[src/rtl/lsu_pkg.sv]
package lsu_pkg;
  localparam logic [5:0] OP_LDB  = 6'h20;
  localparam logic [5:0] OP_LDH  = 6'h21;
  localparam logic [5:0] OP_LDW  = 6'h23;
  localparam logic [5:0] OP_LDBU = 6'h24;
  localparam logic [5:0] OP_LDHU = 6'h25;
  localparam logic [5:0] OP_STB  = 6'h28;
  localparam logic [5:0] OP_STH  = 6'h29;
  localparam logic [5:0] OP_STW  = 6'h2B;

  typedef enum logic [1:0] {
    SZ_BYTE = 2'd0,
    SZ_HALF = 2'd1,
    SZ_WORD = 2'd2
  } accSize_e;

  typedef struct packed {
    logic     loadOk;
    logic     storeOk;
    logic     signExt;
    accSize_e size;
  } ctrlStrobes_t;
endpackage

[src/rtl/lane_ctrl.sv]
module lane_ctrl
  import lsu_pkg::*;
(
  input  logic         reqValid,
  input  logic [5:0]   opcode,
  input  logic [1:0]   addrLow,
  output ctrlStrobes_t ctrl,
  output logic         misalign
);
  logic     isLoad, isStore, signExt, badAlign;
  accSize_e size;

  always_comb begin
    isLoad  = 1'b0;
    isStore = 1'b0;
    signExt = 1'b0;
    size    = SZ_WORD;
    case (opcode)
      OP_LDB:  begin isLoad = 1'b1; signExt = 1'b1; size = SZ_BYTE; end
      OP_LDBU: begin isLoad = 1'b1; size = SZ_BYTE; end
      OP_LDH:  begin isLoad = 1'b1; signExt = 1'b1; size = SZ_HALF; end
      OP_LDHU: begin isLoad = 1'b1; size = SZ_HALF; end
      OP_LDW:  begin isLoad = 1'b1; size = SZ_WORD; end
      OP_STB:  begin isStore = 1'b1; size = SZ_BYTE; end
      OP_STH:  begin isStore = 1'b1; size = SZ_HALF; end
      OP_STW:  begin isStore = 1'b1; size = SZ_WORD; end
      default: ;
    endcase
  end

  always_comb begin
    badAlign = ((size == SZ_HALF) && addrLow[0]) ||
               ((size == SZ_WORD) && (addrLow != 2'b00));
    misalign     = reqValid && (isLoad || isStore) && badAlign;
    ctrl.loadOk  = reqValid && isLoad  && !badAlign;
    ctrl.storeOk = reqValid && isStore && !badAlign;
    ctrl.signExt = signExt;
    ctrl.size    = size;
  end
endmodule

[src/rtl/lane_dp.sv]
module lane_dp
  import lsu_pkg::*;
#(
  parameter int ADDR_W = 32,
  parameter int OFF_W  = 16,
  parameter int DATA_W = 32
) (
  input  logic [ADDR_W-1:0]   baseAddr,
  input  logic [OFF_W-1:0]    offset,
  input  logic [DATA_W-1:0]   storeData,
  input  logic [DATA_W-1:0]   memRdata,
  input  ctrlStrobes_t        ctrl,
  output logic [ADDR_W-1:0]   effAddr,
  output logic [DATA_W/8-1:0] byteEn,
  output logic [DATA_W-1:0]   wdata,
  output logic [DATA_W-1:0]   loadWord
);
  localparam int LANES = DATA_W / 8;
  localparam int EXT_W = ADDR_W - OFF_W;

  logic [1:0]        lane;
  logic [DATA_W-1:0] shifted;

  assign effAddr = baseAddr + {{EXT_W{offset[OFF_W-1]}}, offset};
  assign lane    = effAddr[1:0];

  // Lane enables: one generated term per byte lane.
  for (genvar i = 0; i < LANES; i++) begin : g_lane
    localparam logic [1:0] LANE_ID = 2'(i);
    always_comb begin
      byteEn[i] = 1'b0;
      if (ctrl.storeOk) begin
        case (ctrl.size)
          SZ_BYTE: byteEn[i] = (lane == LANE_ID);
          SZ_HALF: byteEn[i] = (lane[1] == LANE_ID[1]);
          default: byteEn[i] = 1'b1;
        endcase
      end
    end
  end

  // Replicate the low part so it sits in whichever lane is enabled.
  always_comb begin
    case (ctrl.size)
      SZ_BYTE: wdata = {LANES{storeData[7:0]}};
      SZ_HALF: wdata = {(LANES/2){storeData[15:0]}};
      default: wdata = storeData;
    endcase
  end

  // Bring the addressed lane down to bit 0, then extend.
  always_comb begin
    shifted = memRdata >> {lane, 3'b000};
    case (ctrl.size)
      SZ_BYTE: loadWord = {{(DATA_W-8){ctrl.signExt & shifted[7]}}, shifted[7:0]};
      SZ_HALF: loadWord = {{(DATA_W-16){ctrl.signExt & shifted[15]}}, shifted[15:0]};
      default: loadWord = memRdata;
    endcase
  end
endmodule

[src/rtl/lsu_lane_unit.sv]
module lsu_lane_unit
  import lsu_pkg::*;
#(
  parameter int ADDR_W = 32,
  parameter int OFF_W  = 16,
  parameter int DATA_W = 32
) (
  input  logic                clk,
  input  logic                rstN,
  input  logic                reqValid,
  input  logic [5:0]          opcode,
  input  logic [ADDR_W-1:0]   baseAddr,
  input  logic [OFF_W-1:0]    offset,
  input  logic [DATA_W-1:0]   storeData,
  input  logic [DATA_W-1:0]   memRdata,
  output logic [ADDR_W-1:0]   memAddr,
  output logic [DATA_W/8-1:0] byteEn,
  output logic [DATA_W-1:0]   memWdata,
  output logic                misalign,
  output logic                loadValid,
  output logic [DATA_W-1:0]   loadData
);
  ctrlStrobes_t      ctrl;
  logic [DATA_W-1:0] loadWord;

  lane_ctrl u_ctrl (
    .reqValid (reqValid),
    .opcode   (opcode),
    .addrLow  (memAddr[1:0]),
    .ctrl     (ctrl),
    .misalign (misalign)
  );

  lane_dp #(.ADDR_W(ADDR_W), .OFF_W(OFF_W), .DATA_W(DATA_W)) u_dp (
    .baseAddr  (baseAddr),
    .offset    (offset),
    .storeData (storeData),
    .memRdata  (memRdata),
    .ctrl      (ctrl),
    .effAddr   (memAddr),
    .byteEn    (byteEn),
    .wdata     (memWdata),
    .loadWord  (loadWord)
  );

  always_ff @(posedge clk) begin
    if (!rstN) begin
      loadValid <= 1'b0;
      loadData  <= '0;
    end else begin
      loadValid <= ctrl.loadOk;
      if (ctrl.loadOk) loadData <= loadWord;
    end
  end

  // a flagged access never writes a lane
  p_misalign_nowrite_r10: assert property (@(posedge clk) disable iff (!rstN)
    misalign |-> (byteEn == '0));

  // only single lanes, aligned pairs or the full word are enabled
  p_lane_shape_r3: assert property (@(posedge clk) disable iff (!rstN)
    byteEn inside {4'b0000, 4'b0001, 4'b0010, 4'b0100, 4'b1000,
                   4'b0011, 4'b1100, 4'b1111});

  // a result only follows a request in the previous cycle
  p_result_after_req_r9: assert property (@(posedge clk) disable iff (!rstN)
    loadValid |-> $past(reqValid));

  // unsigned byte load leaves the upper 24 bits clear
  p_zero_ext_r7: assert property (@(posedge clk) disable iff (!rstN)
    (loadValid && $past(opcode) == OP_LDBU) |-> (loadData[DATA_W-1:8] == '0));

  // signed byte load has uniform upper bits
  p_sign_ext_r6: assert property (@(posedge clk) disable iff (!rstN)
    (loadValid && $past(opcode) == OP_LDB) |->
      ((loadData[DATA_W-1:7] == '0) || (loadData[DATA_W-1:7] == '1)));

  // no request, no write
  p_idle_quiet_r11: assert property (@(posedge clk) disable iff (!rstN)
    !reqValid |-> ((byteEn == '0) && !misalign));
endmodule

[config.mk]
export PLATFORM = sky130hd
export DESIGN_NAME = lsu_lane_unit
export DESIGN_NICKNAME = d
export VERILOG_FILES = /design/src/rtl/lsu_pkg.sv /design/src/rtl/lane_ctrl.sv /design/src/rtl/lane_dp.sv /design/src/rtl/lsu_lane_unit.sv
export SDC_FILE = /design/constraint.sdc
export NUM_CORES = 1
export LEC_CHECK = 0
export BUFFER_PORTS_ARGS = -buffer_cell sky130_fd_sc_hd__buf_4
export CORE_MARGIN = 2
export CORE_UTILIZATION = 30
export CTS_BUF_LIST = sky130_fd_sc_hd__clkbuf_4 sky130_fd_sc_hd__clkbuf_8
export CTS_CLUSTER_DIAMETER = 30
export CTS_CLUSTER_SIZE = 12
export DETAILED_ROUTE_END_ITERATION = 12
export GPL_TIMING_DRIVEN = 1
export PLACE_DENSITY = 0.6
export SLEW_MARGIN = 20
export SYNTH_ARGS = -nofsm -noshare
export SYNTH_HDL_FRONTEND = slang
export SYNTH_SLANG_ARGS = --single-unit
[constraint.sdc]
create_clock -name clk -period 2.3 [get_ports clk]
set_input_delay 0.115 -clock clk [delete_from_list [all_inputs] [get_ports clk]]
set_output_delay 0.115 -clock clk [all_outputs]
set_load 0.02 [all_outputs]
==> Yosys cells after proc, flatten, opt, wreduce, memory -nomap -nowiden <==
Index checks and enable logic that the tools add are counted.
{ "op_classes": {"n_addsub": 1, "multipliers": 0, "div": 0, "magnitude_cmp": 0, "n_eq_ne": 13, "shift": 1, "n_mux": 14, "bitwise_logic": 3, "n_reduce_logical": 19} }
{ "ops": {"columns": ["op", "count"], "rows": [
  ["one-hot mux 32 bit (2 select lines)", 2],
  ["equality test 6 bit (second input constant)", 8],
  ["adder 32 bit", 1],
  [">> shifter 32 x 5 -> 16 bit", 1],
  ["OR reduction 3 bit", 3],
  ["logical AND 1 bit", 8],
  ["one-hot mux 1 bit (2 select lines)", 4],
  ["two-way mux 1 bit", 7],
  ["equality test 2 bit (second input constant)", 3],
  ["OR reduction 5 bit", 1],
  ["equality test 2 x 1 -> 1 bit (second input constant)", 2],
  ["zero test 2 bit", 2],
  ["one-hot mux 2 bit (2 select lines)", 1],
  ["AND 1 bit", 2],
  ["logical OR 1 bit", 2],
  ["nonzero test 2 bit", 1],
  ["OR reduction 2 bit", 1],
  ["zero test 1 bit", 1],
  ["NOT 1 bit", 1]
]} }
{ "word_totals": {"register_bits": 33, "latch_bits": 0, "mem_bits_rw": 0, "romBits": 0, "inputBits": 121, "output_inout_bits": 102, "wordCells": 53, "n_memories": 0} }

==> Longest topological paths before layout <==
{ "depth": {"ltp_word": 9, "ltp_mapped": 11, "mapped_depth_nobuf": 10} }

==> Modules after synthesis <==
A second synthesis with hierarchy kept.
{ "hier_totals": {"cells_unflattened": 583, "area_unflattened_um2": 4386.7} }
{ "by_module_without_submodules": {"columns": ["module", "n_inst", "cells_each", "area_each_um2", "seq_area_each_um2"], "rows": [
  ["lane_dp", 1, 457, 2966.6, 0.0],
  ["lsu_lane_unit", 1, 105, 1270.0, 660.6],
  ["lane_ctrl", 1, 21, 150.1, 0.0]
]} }

==> Worst setup path before layout <==
No wires, ideal clock.
{ "synth_path": {"path_type": "input-to-output", "start": "in offset[0]", "end": "out memAddr[30]", "t_arrival_ns": 2.176, "required_ns": 2.185, "slack_ns": 0.009, "path_stages": 10, "path_buffers": 0, "cell_sequence": "ha_1 -> inv_1 -> fa_1 -> nand2b_1 -> a21o_1 -> a211o_1 -> nand2b_1 -> o21ai_2 -> o31ai_1 -> xor2_1"} }
{ "synth_via": {"elab_chain_cells": 1} }
{ "synth_lines": {"columns": ["item", "line", "source"], "rows": [
  ["start, declared", "lsu_lane_unit.sv:13", "input logic [OFF_W-1:0] offset,"],
  ["adder 32 bit", "lane_dp.sv:24", "assign effAddr = baseAddr + {{EXT_W{offset[OFF_W-1]}}, offset};"],
  ["end, declared", "lsu_lane_unit.sv:16", "output logic [ADDR_W-1:0] memAddr,"]
]} }
No other way between the ends.

==> Final worst setup path <==
{ "layout_path": {"start": "in baseAddr[0]", "end": "out memAddr[30]"} }
{ "layout_via": {"elab_chain_cells": 1} }
{ "layout_lines": {"columns": ["item", "line", "source"], "rows": [
  ["start, declared", "lsu_lane_unit.sv:12", "input logic [ADDR_W-1:0] baseAddr,"],
  ["adder 32 bit", "lane_dp.sv:24", null]
]} }
No other way between the ends.

==> Flow_metrics.wiki <==
{| class="wikitable"
! Metric !! Value
|-
| Failing checks || setup timing
|-
| Finished Core Util || 0.497
|-
| Unrepaired setup endpoints after global routing || yes
|-
| Post-detail-place hpwl || 12200 um
|-
| Detailed router's first-iteration violation count || 320
|-
| Status || complete, but fails checks
|-
| Instance area after placement || between 0.006 and 0.007 mm2
|-
| Number of input and output port buffers inserted || 222
|-
| # clock sinks || 33
|-
| Wire length of the first global-routing pass || 23300 um
|-
| Overall routed net length || 15000 um
|-
| Starting Density || 0.304
|-
| Maximum buffer depth of the clock tree || 2
|-
| Crit Path Max Fanout || 3
|-
| CP startpoint kind || input pin
|-
| Yosys top cell area share || 0.166
|-
| DRT antenna net count || 0
|-
| Pin count of the biggest net entering global routing || 34
|-
| Proportion of synthesized chip area in sequential cells || 0.166
|-
| Leak || 3.27 nW
|-
| Share of the clock period used by the worst path after layout || 1.01
|-
| Clock edge transition at the registers on the reported setup and hold paths || 0.07 ns
|-
| Ant diodes || 0
|-
| Maximum single-stage delay on the critical path || 0.34 ns
|-
| Area growth from synthesis to layout || 63.3%
|-
| Tmin final || 2.32 ns
|-
| Largest cells by area after synthesis || sky130_fd_sc_hd__dfxtp_1, sky130_fd_sc_hd__ha_1, sky130_fd_sc_hd__nand2_1
|-
| Floorplan die area || about 0.014 mm2
|-
| Max-capacitance violation count || 0
|-
| Cell taking the most area after synthesis || sky130_fd_sc_hd__dfxtp_1
|-
| Leading cell types by count after synthesis || sky130_fd_sc_hd__nand2_1, sky130_fd_sc_hd__a21oi_1, sky130_fd_sc_hd__o21ai_0
|-
| Setup violation total in the final timing report || 2
|-
| Cell count after synthesis || ~550
|-
| Number of enable flip-flop cells after synthesis || 0
|-
| NumNets Final || roughly 960
|-
| Relative slew margins || 0.765
|-
| Setup_tns || -0.0328 ns
|-
| Clock Skew || 0 ns
|-
| Number of storage elements in the synthesis netlist || 33
|-
| Number of levels in the clock H-tree || 2
|-
| Most used DFF post-synth || sky130_fd_sc_hd__dfxtp_1
|-
| Overall fraction of global-route tracks in use || 0.198
|-
| Worst min-delay path category || input pin to flip-flop
|-
| Final hold vios || 0
|-
| Max Transition Viols Final || 0
|-
| Required time of the worst setup path || 2.18 ns
|-
| I/O pin count || 223
|-
| Worst path most repeated cell || sky130_fd_sc_hd__buf_4
|-
| Number of design rule violations left after detail routing || 0
|-
| CP max-delay cell || sky130_fd_sc_hd__fa_2
|-
| Routability congestion estimate || 0.863
|-
| Leading cell type by number of instances after synthesis || sky130_fd_sc_hd__nand2_1
|-
| Share of cells above drive strength 1 || 0.433
|-
| Count of warnings emitted by yosys || 0
|-
| Placeable core region || approximately 0.013 mm2
|-
| Peak VDD IR || 234 uV
|-
| Tightest Pin Transition || approximately 0.35 ns
|-
| Hold_ws || just over 0.09 ns
|-
| Worst setup slack after layout || -0.0246 ns
|-
| Count of TritonRoute iterations in the first routing pass || 5
|-
| Number of antenna violations at the first check in global routing || 0
|-
| Buffering stage count on the worst path with inverters included || 4
|-
| Arrival time reported for the critical path endpoint || 2.21 ns
|-
| Post-Layout Inst Area || about 0.0065 mm2
|-
| Inserted Clock Buffers || 5
|-
| Clk root buf || sky130_fd_sc_hd__clkbuf_8
|-
| Leftover overflow at the end of global routing || 0
|-
| Die X || 119 um
|-
| Critical path cell sequence || buf_6 -> ha_4 -> inv_2 -> fa_2 -> nand2b_4 -> a21o_1 -> a211o_1 -> nand2b_1 -> o21ai_4 -> o31ai_2 -> buf_4 -> xor2_1 -> buf_4
|-
| Number of standard-cell rows in the floorplan || 42
|-
| Vias after detailed routing || 4999
|-
| Number of global-route vias before repair || 4789
|-
| Setup slack at placement || -0.297 ns
|-
| Cell area power density || approximately 440 mW/mm2
|-
| Number of nets in the synthesized netlist || 702
|-
| Crit path capture type || output pin
|-
| Number of different library cells in the post-synthesis netlist || 53
|-
| Share of synthesized flip-flops with an asynchronous set or reset || 0
|-
| Crit Path Category || input pin to output pin
|-
| Mean area per synthesized cell || 7.25 um2
|-
| Vias per cell || around 5.1
|-
| Y dimension of the die || approximately 120 um
|-
| CTS tree || built
|-
| Max Clock Freq || 0.430 GHz
|-
| Avg WL per Cell || about 15 um
|-
| Top Family by Delay on Critical Path || compound AO/OA/AOI/OAI gates
|-
| Later-pin clock latency in the skew report || 0.28 ns
|-
| Combined area of all synthesized cells || 0.00398 mm2
|}
==> kinds of logic after synthesis <==
kind of cell	count (synthesis)	synth area share
compound gates	205	0.337
xor+xnor	31	0.0682
fa+ha+maj	32	0.102
buf+inv	52	0.0613
flops	33	0.166
mux	24	0.0641
simple gates	172	0.201
==> power by group <==
group          switching (W)  total [W]  internal, W
clock network       0.000207   0.000572     0.000365
logic               0.000875    0.00168     0.000805
registers         0.00000438   0.000584     0.000579
total                0.00109    0.00284      0.00175
==> sequential cells by signal, indices dropped and copies added (netlist names) <==
signal and flops:
loadData 32, loadValid 1
==> layout by cell type (no fill, tap or decap), drive strengths merged, types with 4 or more instances in the layout <==
master	n
mux2	12
o21ai	53
a21o	6
a21boi	5
a21oi	63
o21a	8
o211ai	11
a22oi	10
nand2	88
and2	7
xor2	12
clkbuf	7
a211oi	10
o21bai	7
nand3	14
xnor2	19
inv	14
and3	12
a221oi	4
nor2	21
nand2b	9
dfxtp	33
nor3	8
o211a	14
buf	285
mux2i	12
ha	31
==> through the flow <==
step,instances,total power [W]
2_1_floorplan,549,0.00147
3_3_place_gp,968,0.00218
3_5_place_dp,968,0.00220
4_1_cts,979,0.00281
5_1_grt,980,0.00301
6_report,980,0.00284
==> what timing repair did <==
item	4_1_cts	5_1_grt
gates resized for setup	21	21
hold buffers	0	0
pin swaps	16	19
endpoints found under the setup margin	9	14
buffers inserted	3	2
==> routing by layer <==
layer	vias to the layer above	part of all wire	global-route usage
li1	2493	-	-
met1	2315	0.43	0.241
met2	177	0.50	0.365
met3	14	0.059	0.0316
met4	0	0.011	0.0424
met5	-	0	0
==> final cells by class <==
cell class              count  area, um2
fillers                  1280       6590
multi-input cells         464       3260
repair buffers            285       2180
flip-flops and latches     33        661
well taps                 176        220
clock buffers               7       90.1
inverters                  14       52.6
clock inverters             1       30.0
==> path summary, 6_finish.rpt <==
check,from,cells after the start,endpoint,slack [ns]
max reg2reg,loadData[1],1,loadData[1],1.63
max,baseAddr[0],13,memAddr[30],-0.02
min reg2reg,loadData[6],1,loadData[6],0.50
min,memRdata[28],3,loadData[28],0.09
No activity file was read; power rests on OpenSTA's default activity.
